--- src/rtl/seg_reloc_pkg.sv ---
package seg_reloc_pkg;

  // Segment register select codes; the encoding is visible on cfg_sel.
  typedef enum logic [1:0] {
    SEG_PROG_BASE  = 2'd0,
    SEG_PROG_LIMIT = 2'd1,
    SEG_DATA_BASE  = 2'd2,
    SEG_DATA_LIMIT = 2'd3
  } seg_reg_e;

  localparam int unsigned SEG_NUM_REGS = 4;

endpackage

--- src/rtl/seg_reg_bank.sv ---
module seg_reg_bank
  import seg_reloc_pkg::*;
#(
  parameter int unsigned AW = 32
) (
  input  logic          clk,
  input  logic          rst_n,
  input  logic          priv_super,
  input  logic          wr_en,
  input  logic          rd_en,
  input  logic [1:0]    sel,
  input  logic [AW-1:0] wdata,
  output logic [AW-1:0] rdata,
  output logic          illegal,
  output logic          wr_accept,
  output logic [AW-1:0] prog_base,
  output logic [AW-1:0] prog_limit,
  output logic [AW-1:0] data_base,
  output logic [AW-1:0] data_limit
);

  logic [AW-1:0] regs [SEG_NUM_REGS];
  logic          rd_accept;

  // Accept strobes only in supervisor mode.
  assign wr_accept = wr_en & priv_super;
  assign rd_accept = rd_en & priv_super;
  assign illegal   = (wr_en | rd_en) & ~priv_super;

  for (genvar g = 0; g < SEG_NUM_REGS; g++) begin : g_reg
    always_ff @(posedge clk or negedge rst_n) begin
      if (!rst_n) begin
        regs[g] <= '0;
      end else if (wr_accept && (sel == 2'(g))) begin
        regs[g] <= wdata;
      end
    end
  end

  assign rdata      = rd_accept ? regs[sel] : '0;
  assign prog_base  = regs[SEG_PROG_BASE];
  assign prog_limit = regs[SEG_PROG_LIMIT];
  assign data_base  = regs[SEG_DATA_BASE];
  assign data_limit = regs[SEG_DATA_LIMIT];

endmodule

--- src/rtl/seg_fetch_xlate.sv ---
module seg_fetch_xlate #(
  parameter int unsigned AW = 32,
  parameter int unsigned PW = 32
) (
  input  logic          clk,
  input  logic          rst_n,
  input  logic          req,
  input  logic [AW-1:0] laddr,
  input  logic [AW-1:0] base,
  input  logic [AW-1:0] limit,
  output logic          viol_now,
  output logic          mem_valid,
  output logic [PW-1:0] paddr,
  output logic          fault
);

  function automatic logic [PW-1:0] relocate(input logic [AW-1:0] a,
                                             input logic [AW-1:0] b);
    logic [AW-1:0] s;
    s = a + b;
    return PW'(s);
  endfunction

  function automatic logic out_of_range(input logic [AW-1:0] a,
                                        input logic [AW-1:0] lim);
    return (a >= lim);
  endfunction

  logic [PW-1:0] paddr_now;

  assign viol_now  = out_of_range(laddr, limit);
  assign paddr_now = relocate(laddr, base);

  always_ff @(posedge clk or negedge rst_n) begin
    if (!rst_n) begin
      mem_valid <= 1'b0;
      fault     <= 1'b0;
      paddr     <= '0;
    end else begin
      mem_valid <= req & ~viol_now;
      fault     <= req & viol_now;
      if (req) begin
        paddr <= paddr_now;
      end
    end
  end

endmodule

--- src/rtl/seg_data_xlate.sv ---
module seg_data_xlate #(
  parameter int unsigned AW = 32,
  parameter int unsigned PW = 32,
  parameter int unsigned IW = 12
) (
  input  logic          clk,
  input  logic          rst_n,
  input  logic          req,
  input  logic          we,
  input  logic [AW-1:0] rs,
  input  logic [IW-1:0] imm,
  input  logic [AW-1:0] base,
  input  logic [AW-1:0] limit,
  output logic [AW-1:0] laddr_now,
  output logic          viol_now,
  output logic          mem_valid,
  output logic          mem_we,
  output logic [PW-1:0] paddr,
  output logic          fault
);

  localparam int unsigned EXT = AW - IW;

  function automatic logic [AW-1:0] sext_imm(input logic [IW-1:0] v);
    return {{EXT{v[IW-1]}}, v};
  endfunction

  // One carry-save layer folds three operands into sum and carry vectors.
  function automatic logic [2*AW-1:0] csa3(input logic [AW-1:0] a,
                                           input logic [AW-1:0] b,
                                           input logic [AW-1:0] c);
    logic [AW-1:0] s;
    logic [AW-1:0] cy;
    s  = a ^ b ^ c;
    cy = ((a & b) | (a & c) | (b & c)) << 1;
    return {cy, s};
  endfunction

  logic [AW-1:0]   imm_ext;
  logic [2*AW-1:0] csa_out;
  logic [AW-1:0]   csa_sum;
  logic [AW-1:0]   csa_carry;
  logic [AW-1:0]   phys_full;

  assign imm_ext   = sext_imm(imm);
  assign laddr_now = rs + imm_ext;
  assign viol_now  = (laddr_now >= limit);

  assign csa_out   = csa3(base, rs, imm_ext);
  assign csa_sum   = csa_out[AW-1:0];
  assign csa_carry = csa_out[2*AW-1:AW];
  assign phys_full = csa_sum + csa_carry;

  always_ff @(posedge clk or negedge rst_n) begin
    if (!rst_n) begin
      mem_valid <= 1'b0;
      mem_we    <= 1'b0;
      fault     <= 1'b0;
      paddr     <= '0;
    end else begin
      mem_valid <= req & ~viol_now;
      mem_we    <= req & ~viol_now & we;
      fault     <= req & viol_now;
      if (req) begin
        paddr <= PW'(phys_full);
      end
    end
  end

endmodule

--- src/rtl/dual_segment_relocator.sv ---
module dual_segment_relocator #(
  parameter int unsigned AW = 32,
  parameter int unsigned PW = 32,
  parameter int unsigned IW = 12
) (
  input  logic          clk,
  input  logic          rst_n,
  input  logic          priv_super,
  input  logic          cfg_wr_en,
  input  logic          cfg_rd_en,
  input  logic [1:0]    cfg_sel,
  input  logic [AW-1:0] cfg_wdata,
  output logic [AW-1:0] cfg_rdata,
  output logic          cfg_illegal,
  input  logic          if_req,
  input  logic [AW-1:0] if_laddr,
  output logic          if_mem_valid,
  output logic [PW-1:0] if_paddr,
  output logic          if_fault,
  input  logic          dm_req,
  input  logic          dm_we,
  input  logic [AW-1:0] dm_rs,
  input  logic [IW-1:0] dm_imm,
  output logic          dm_mem_valid,
  output logic          dm_mem_we,
  output logic [PW-1:0] dm_paddr,
  output logic          dm_fault
);

  logic [AW-1:0] prog_base;
  logic [AW-1:0] prog_limit;
  logic [AW-1:0] data_base;
  logic [AW-1:0] data_limit;
  logic          cfg_wr_accept;
  logic          if_viol_now;
  logic          dm_viol_now;
  logic [AW-1:0] dm_laddr_now;

  seg_reg_bank #(.AW(AW)) u_regs (
    .clk        (clk),
    .rst_n      (rst_n),
    .priv_super (priv_super),
    .wr_en      (cfg_wr_en),
    .rd_en      (cfg_rd_en),
    .sel        (cfg_sel),
    .wdata      (cfg_wdata),
    .rdata      (cfg_rdata),
    .illegal    (cfg_illegal),
    .wr_accept  (cfg_wr_accept),
    .prog_base  (prog_base),
    .prog_limit (prog_limit),
    .data_base  (data_base),
    .data_limit (data_limit)
  );

  seg_fetch_xlate #(.AW(AW), .PW(PW)) u_fetch (
    .clk       (clk),
    .rst_n     (rst_n),
    .req       (if_req),
    .laddr     (if_laddr),
    .base      (prog_base),
    .limit     (prog_limit),
    .viol_now  (if_viol_now),
    .mem_valid (if_mem_valid),
    .paddr     (if_paddr),
    .fault     (if_fault)
  );

  seg_data_xlate #(.AW(AW), .PW(PW), .IW(IW)) u_data (
    .clk       (clk),
    .rst_n     (rst_n),
    .req       (dm_req),
    .we        (dm_we),
    .rs        (dm_rs),
    .imm       (dm_imm),
    .base      (data_base),
    .limit     (data_limit),
    .laddr_now (dm_laddr_now),
    .viol_now  (dm_viol_now),
    .mem_valid (dm_mem_valid),
    .mem_we    (dm_mem_we),
    .paddr     (dm_paddr),
    .fault     (dm_fault)
  );

endmodule

--- config.mk ---
export PLATFORM = sky130hd
export DESIGN_NAME = dual_segment_relocator
export DESIGN_NICKNAME = d
export VERILOG_FILES = /design/src/rtl/seg_reloc_pkg.sv /design/src/rtl/seg_reg_bank.sv /design/src/rtl/seg_fetch_xlate.sv /design/src/rtl/seg_data_xlate.sv /design/src/rtl/dual_segment_relocator.sv
export SDC_FILE = /design/constraint.sdc
export NUM_CORES = 1
export LEC_CHECK = 0
export BUFFER_PORTS_ARGS = -buffer_cell sky130_fd_sc_hd__buf_2
export CAP_MARGIN = 10
export CORE_MARGIN = 2
export CORE_UTILIZATION = 35
export DETAILED_ROUTE_END_ITERATION = 10
export GPL_TIMING_DRIVEN = 1
export SYNTH_ARGS = -nofsm -noshare
export SYNTH_HDL_FRONTEND = slang
export SYNTH_SLANG_ARGS = --single-unit
--- constraint.sdc ---
create_clock -name clk -period 4.33 [get_ports clk]
set_clock_uncertainty 0.1 [all_clocks]
set_input_delay 0.433 -clock clk [delete_from_list [all_inputs] [get_ports clk]]
set_output_delay 0.433 -clock clk [all_outputs]
set_load 0.01 [all_outputs]
==> metrics <==
post-detailed-route wirelength per cell=19.8 µm; largest delay contributor family on the critical path=compound AO/OA/AOI/OAI gates; Root Buffer=clkbuf_16; gpl congestion=0.884; largest net degree at the start of global routing=92; top cells by count, synth=dfrtp_1 (197), mux2_2 (177), ha_1 (156), a21oi_1 (111), inv_1 (101); detailed-route via count=11861; initial antenna violation count=7; core area=0.0430 mm²; post-CTS setup buffers=0; GR Overflow Total=0; maximum VDD drop=0.293 mV; fmax=246 MHz; Yosys top cell by area=dfrtp_1; worst skew pair latency=470 ps; vias in the first global route=12114; Synth-to-Final Area Change=16.5%; worst hold path type=primary input to register; Max FO, Critical Path=3; syn_nets=1743; post-synthesis sequential area ratio=32.4%; fin. max-slew vios=0; post-synthesis cell area=0.0152 mm²; crit path kind=primary input to register; share of the clock period used by the worst path=94.1%; RSZ-0062 raised after global routing=false; CP Buf/Inv Count=3; Die W=213 µm; Post-DP HPWL=36.3 mm; clock slew at reported path FFs=80 ps; Syn. warnings=0; Power, Total=8.71 mW; Tot GR Track Use=20.3%; CP most frequent cell=a21oi_1; top-area cell type share of the netlist area=32.4%; post-synthesis cell count=1435; ys flop type=dfrtp_1; Synth cell types=72; cts bufs inserted=17; Final nets=1967; slowest CP cell=fa_1; measured slew at the worst slew-check pin=1070 ps; leakage power=8.52 nW; WL final=44.8 mm; Pwr Density=492 mW/mm²; Starting Density=35.4%; Max-Cap Viols=0; fillers=4330; CP Cell Sequence=buf_2 > ha_1 > fa_1 > a211oi_1 > o21ai_0 > a31oi_1 > buf_4 > a2bb2oi_1 > a21oi_1 > o31ai_1 > buf_4 > a211o_1 > o21ai_1 > xor2_1 > ha_1 > a21o_1 > a21oi_1 > o21ai_0 > a21oi_1 > o31ai_2 > and2_1; CP max stage delay=390 ps; Critical Path RT=4590 ps; worst reg2reg setup slack=460 ps; Post-Route Setup TNS=0 ps; Site Rows=76; Post-synth EDFFs=0; setup slack after layout=257 ps; count of input and output buffers=219; H-tree depth=4; ANT nets after route=0; DRC=0; FF/Latch Area=0.00493 mm²; cell with the most instances after synthesis=dfrtp_1; die area=0.0452 mm²; Crit. End Element=register; critical path launch point type=primary input; status=finished clean; top post-synthesis cells by area=dfrtp_1 (32%), mux2_2 (13%), ha_1 (13%); pre-CTS worst setup slack=-239 ps; post-route insts no fill=2262; die height=213 µm; first-pass GRT wire length=69.6 mm; Relative slew margins=28.3%; clock buffer depth=2; Async SR Flop Fraction=100%; Seq cells post-synth=197; crit path DAT=4330 ps; drt initial violations=609; minimum clock period=4070 ps; DR vias/cell=5.24; CTS tree=built; Mapped Avg Cell Area=10.6 µm²; IO Pins=220; CTS sink cnt=197; DRT Pass-1 Iters=5; area of the multi-input gates=0.00965 mm²; setup violators final=0; Final Hold Fails=0; fraction of layout cells with a size suffix above 1=30.8%; Inst Count DP=2224
[worst register-to-register path: cells and delay by family, from the launching register on]
kind,cells,cell delay (ps)
flops,1,440
mux,1,260
compound gates,6,1790
fa+ha+maj,3,900
buf+inv,1,70
xor+xnor,1,150
simple gates,1,60
[report_power, final]
part           internal (mW)  switching [mW]  leakage [nW]
clock network          0.833           0.851         0.291
logic                   2.03            2.17          5.88
registers               2.41           0.421          2.35
total                   5.27            3.44          8.52
[logic make-up after synthesis]
logic type               Yosys count  synth area share [%]
XOR/XNOR                          88                  5.06
adder cells (fa/ha/maj)          190                  17.3
flip-flops                       197                  32.4
AO/OA/AOI/OAI                    342                  14.5
buffers and inverters            154                  4.28
AND/OR/NAND/NOR                  254                  8.55
multiplexers                     210                  17.9
[metrics by stage]
| step | utilization (%) | hold slack (ps) | cell area, µm² |
|---|---|---|---|
| after CTS | 41.2 | 111 | 17700 |
| after global routing | 41.2 | 120 | 17700 |
| after detailed placement | 39.8 | 372 | 17100 |
| final | 41.2 | 119 | 17700 |
| after floorplan | - | 37.4 | 15200 |
| after global placement | 39.8 | 372 | 17100 |
[final cells by class]
cell class,instances,area share [%]
Clock buffer,18,2.42
Tap cell,585,4.13
Sequential cell,197,27.8
Timing Repair Buffer,258,7.97
Clock inverter,14,1.00
Multi-Input combinational cell,1084,54.5
Antenna cell,5,0.0706
Inverter,101,2.14
[per-layer routing]
metal	vias to the layer above	global-route usage, %	part of all wire (%)
met5	-	0	0.11
met4	8	4.97	1.4
met3	43	3.68	5.0
met2	258	34.6	49
met1	5837	26.6	45
li1	5715	-	-
[final timing paths]
path | cells after the start | endpoint | from
max | 21 | u_data.fault | dm_rs[0]
min | 3 | u_data.mem_we | dm_we
max reg2reg | 13 | u_data.paddr[31] | u_regs.data_base[1]
min reg2reg | 2 | u_fetch.paddr[1] | u_fetch.paddr[1]
max in group asynchronous | 3 | u_regs.prog_limit[5] | rst_n
min in group asynchronous | 2 | u_data.paddr[0] | rst_n
[state kept, by name (all words and copies together) (netlist names)]
| register | flops |
|---|---|
| u_regs.data_limit | 32 |
| u_fetch.fault | 1 |
| u_fetch.paddr | 32 |
| u_data.mem_we | 1 |
| u_data.mem_valid | 1 |
| u_data.paddr | 32 |
| u_regs.prog_limit | 32 |
| u_data.fault | 1 |
| u_fetch.mem_valid | 1 |
| u_regs.prog_base | 32 |
| u_regs.data_base | 32 |
[what timing repair did]
action	CTS	global route
hold endpoints to repair	88	0
gates resized for setup	0	2
hold buffers	1	0
setup endpoints to repair	0	3
[cell usage in the layout (no fill, tap or decap), types with 5 or more instances in the layout]
| cell type | count |
|---|---|
| o211ai_1 | 5 |
| diode_2 | 5 |
| a21oi_1 | 111 |
| buf_2 | 218 |
| and2_1 | 7 |
| a211oi_1 | 12 |
| and3_1 | 37 |
| nor3_1 | 9 |
| o21a_1 | 8 |
| nor2b_1 | 11 |
| a31oi_1 | 21 |
| nor2_1 | 49 |
| fa_1 | 34 |
| nand2_1 | 65 |
| xor2_1 | 28 |
| dfrtp_1 | 197 |
| mux2_2 | 177 |
| o21ai_0 | 59 |
| o21bai_1 | 14 |
| xnor2_1 | 60 |
| buf_4 | 37 |
| o31ai_1 | 5 |
| mux4_2 | 32 |
| inv_1 | 101 |
| ha_1 | 156 |
| clkbuf_16 | 17 |
| nand2b_1 | 11 |
| a21o_1 | 68 |
| nand4_1 | 16 |
| nand3_1 | 19 |
Power figures use the tool's default switching activity.
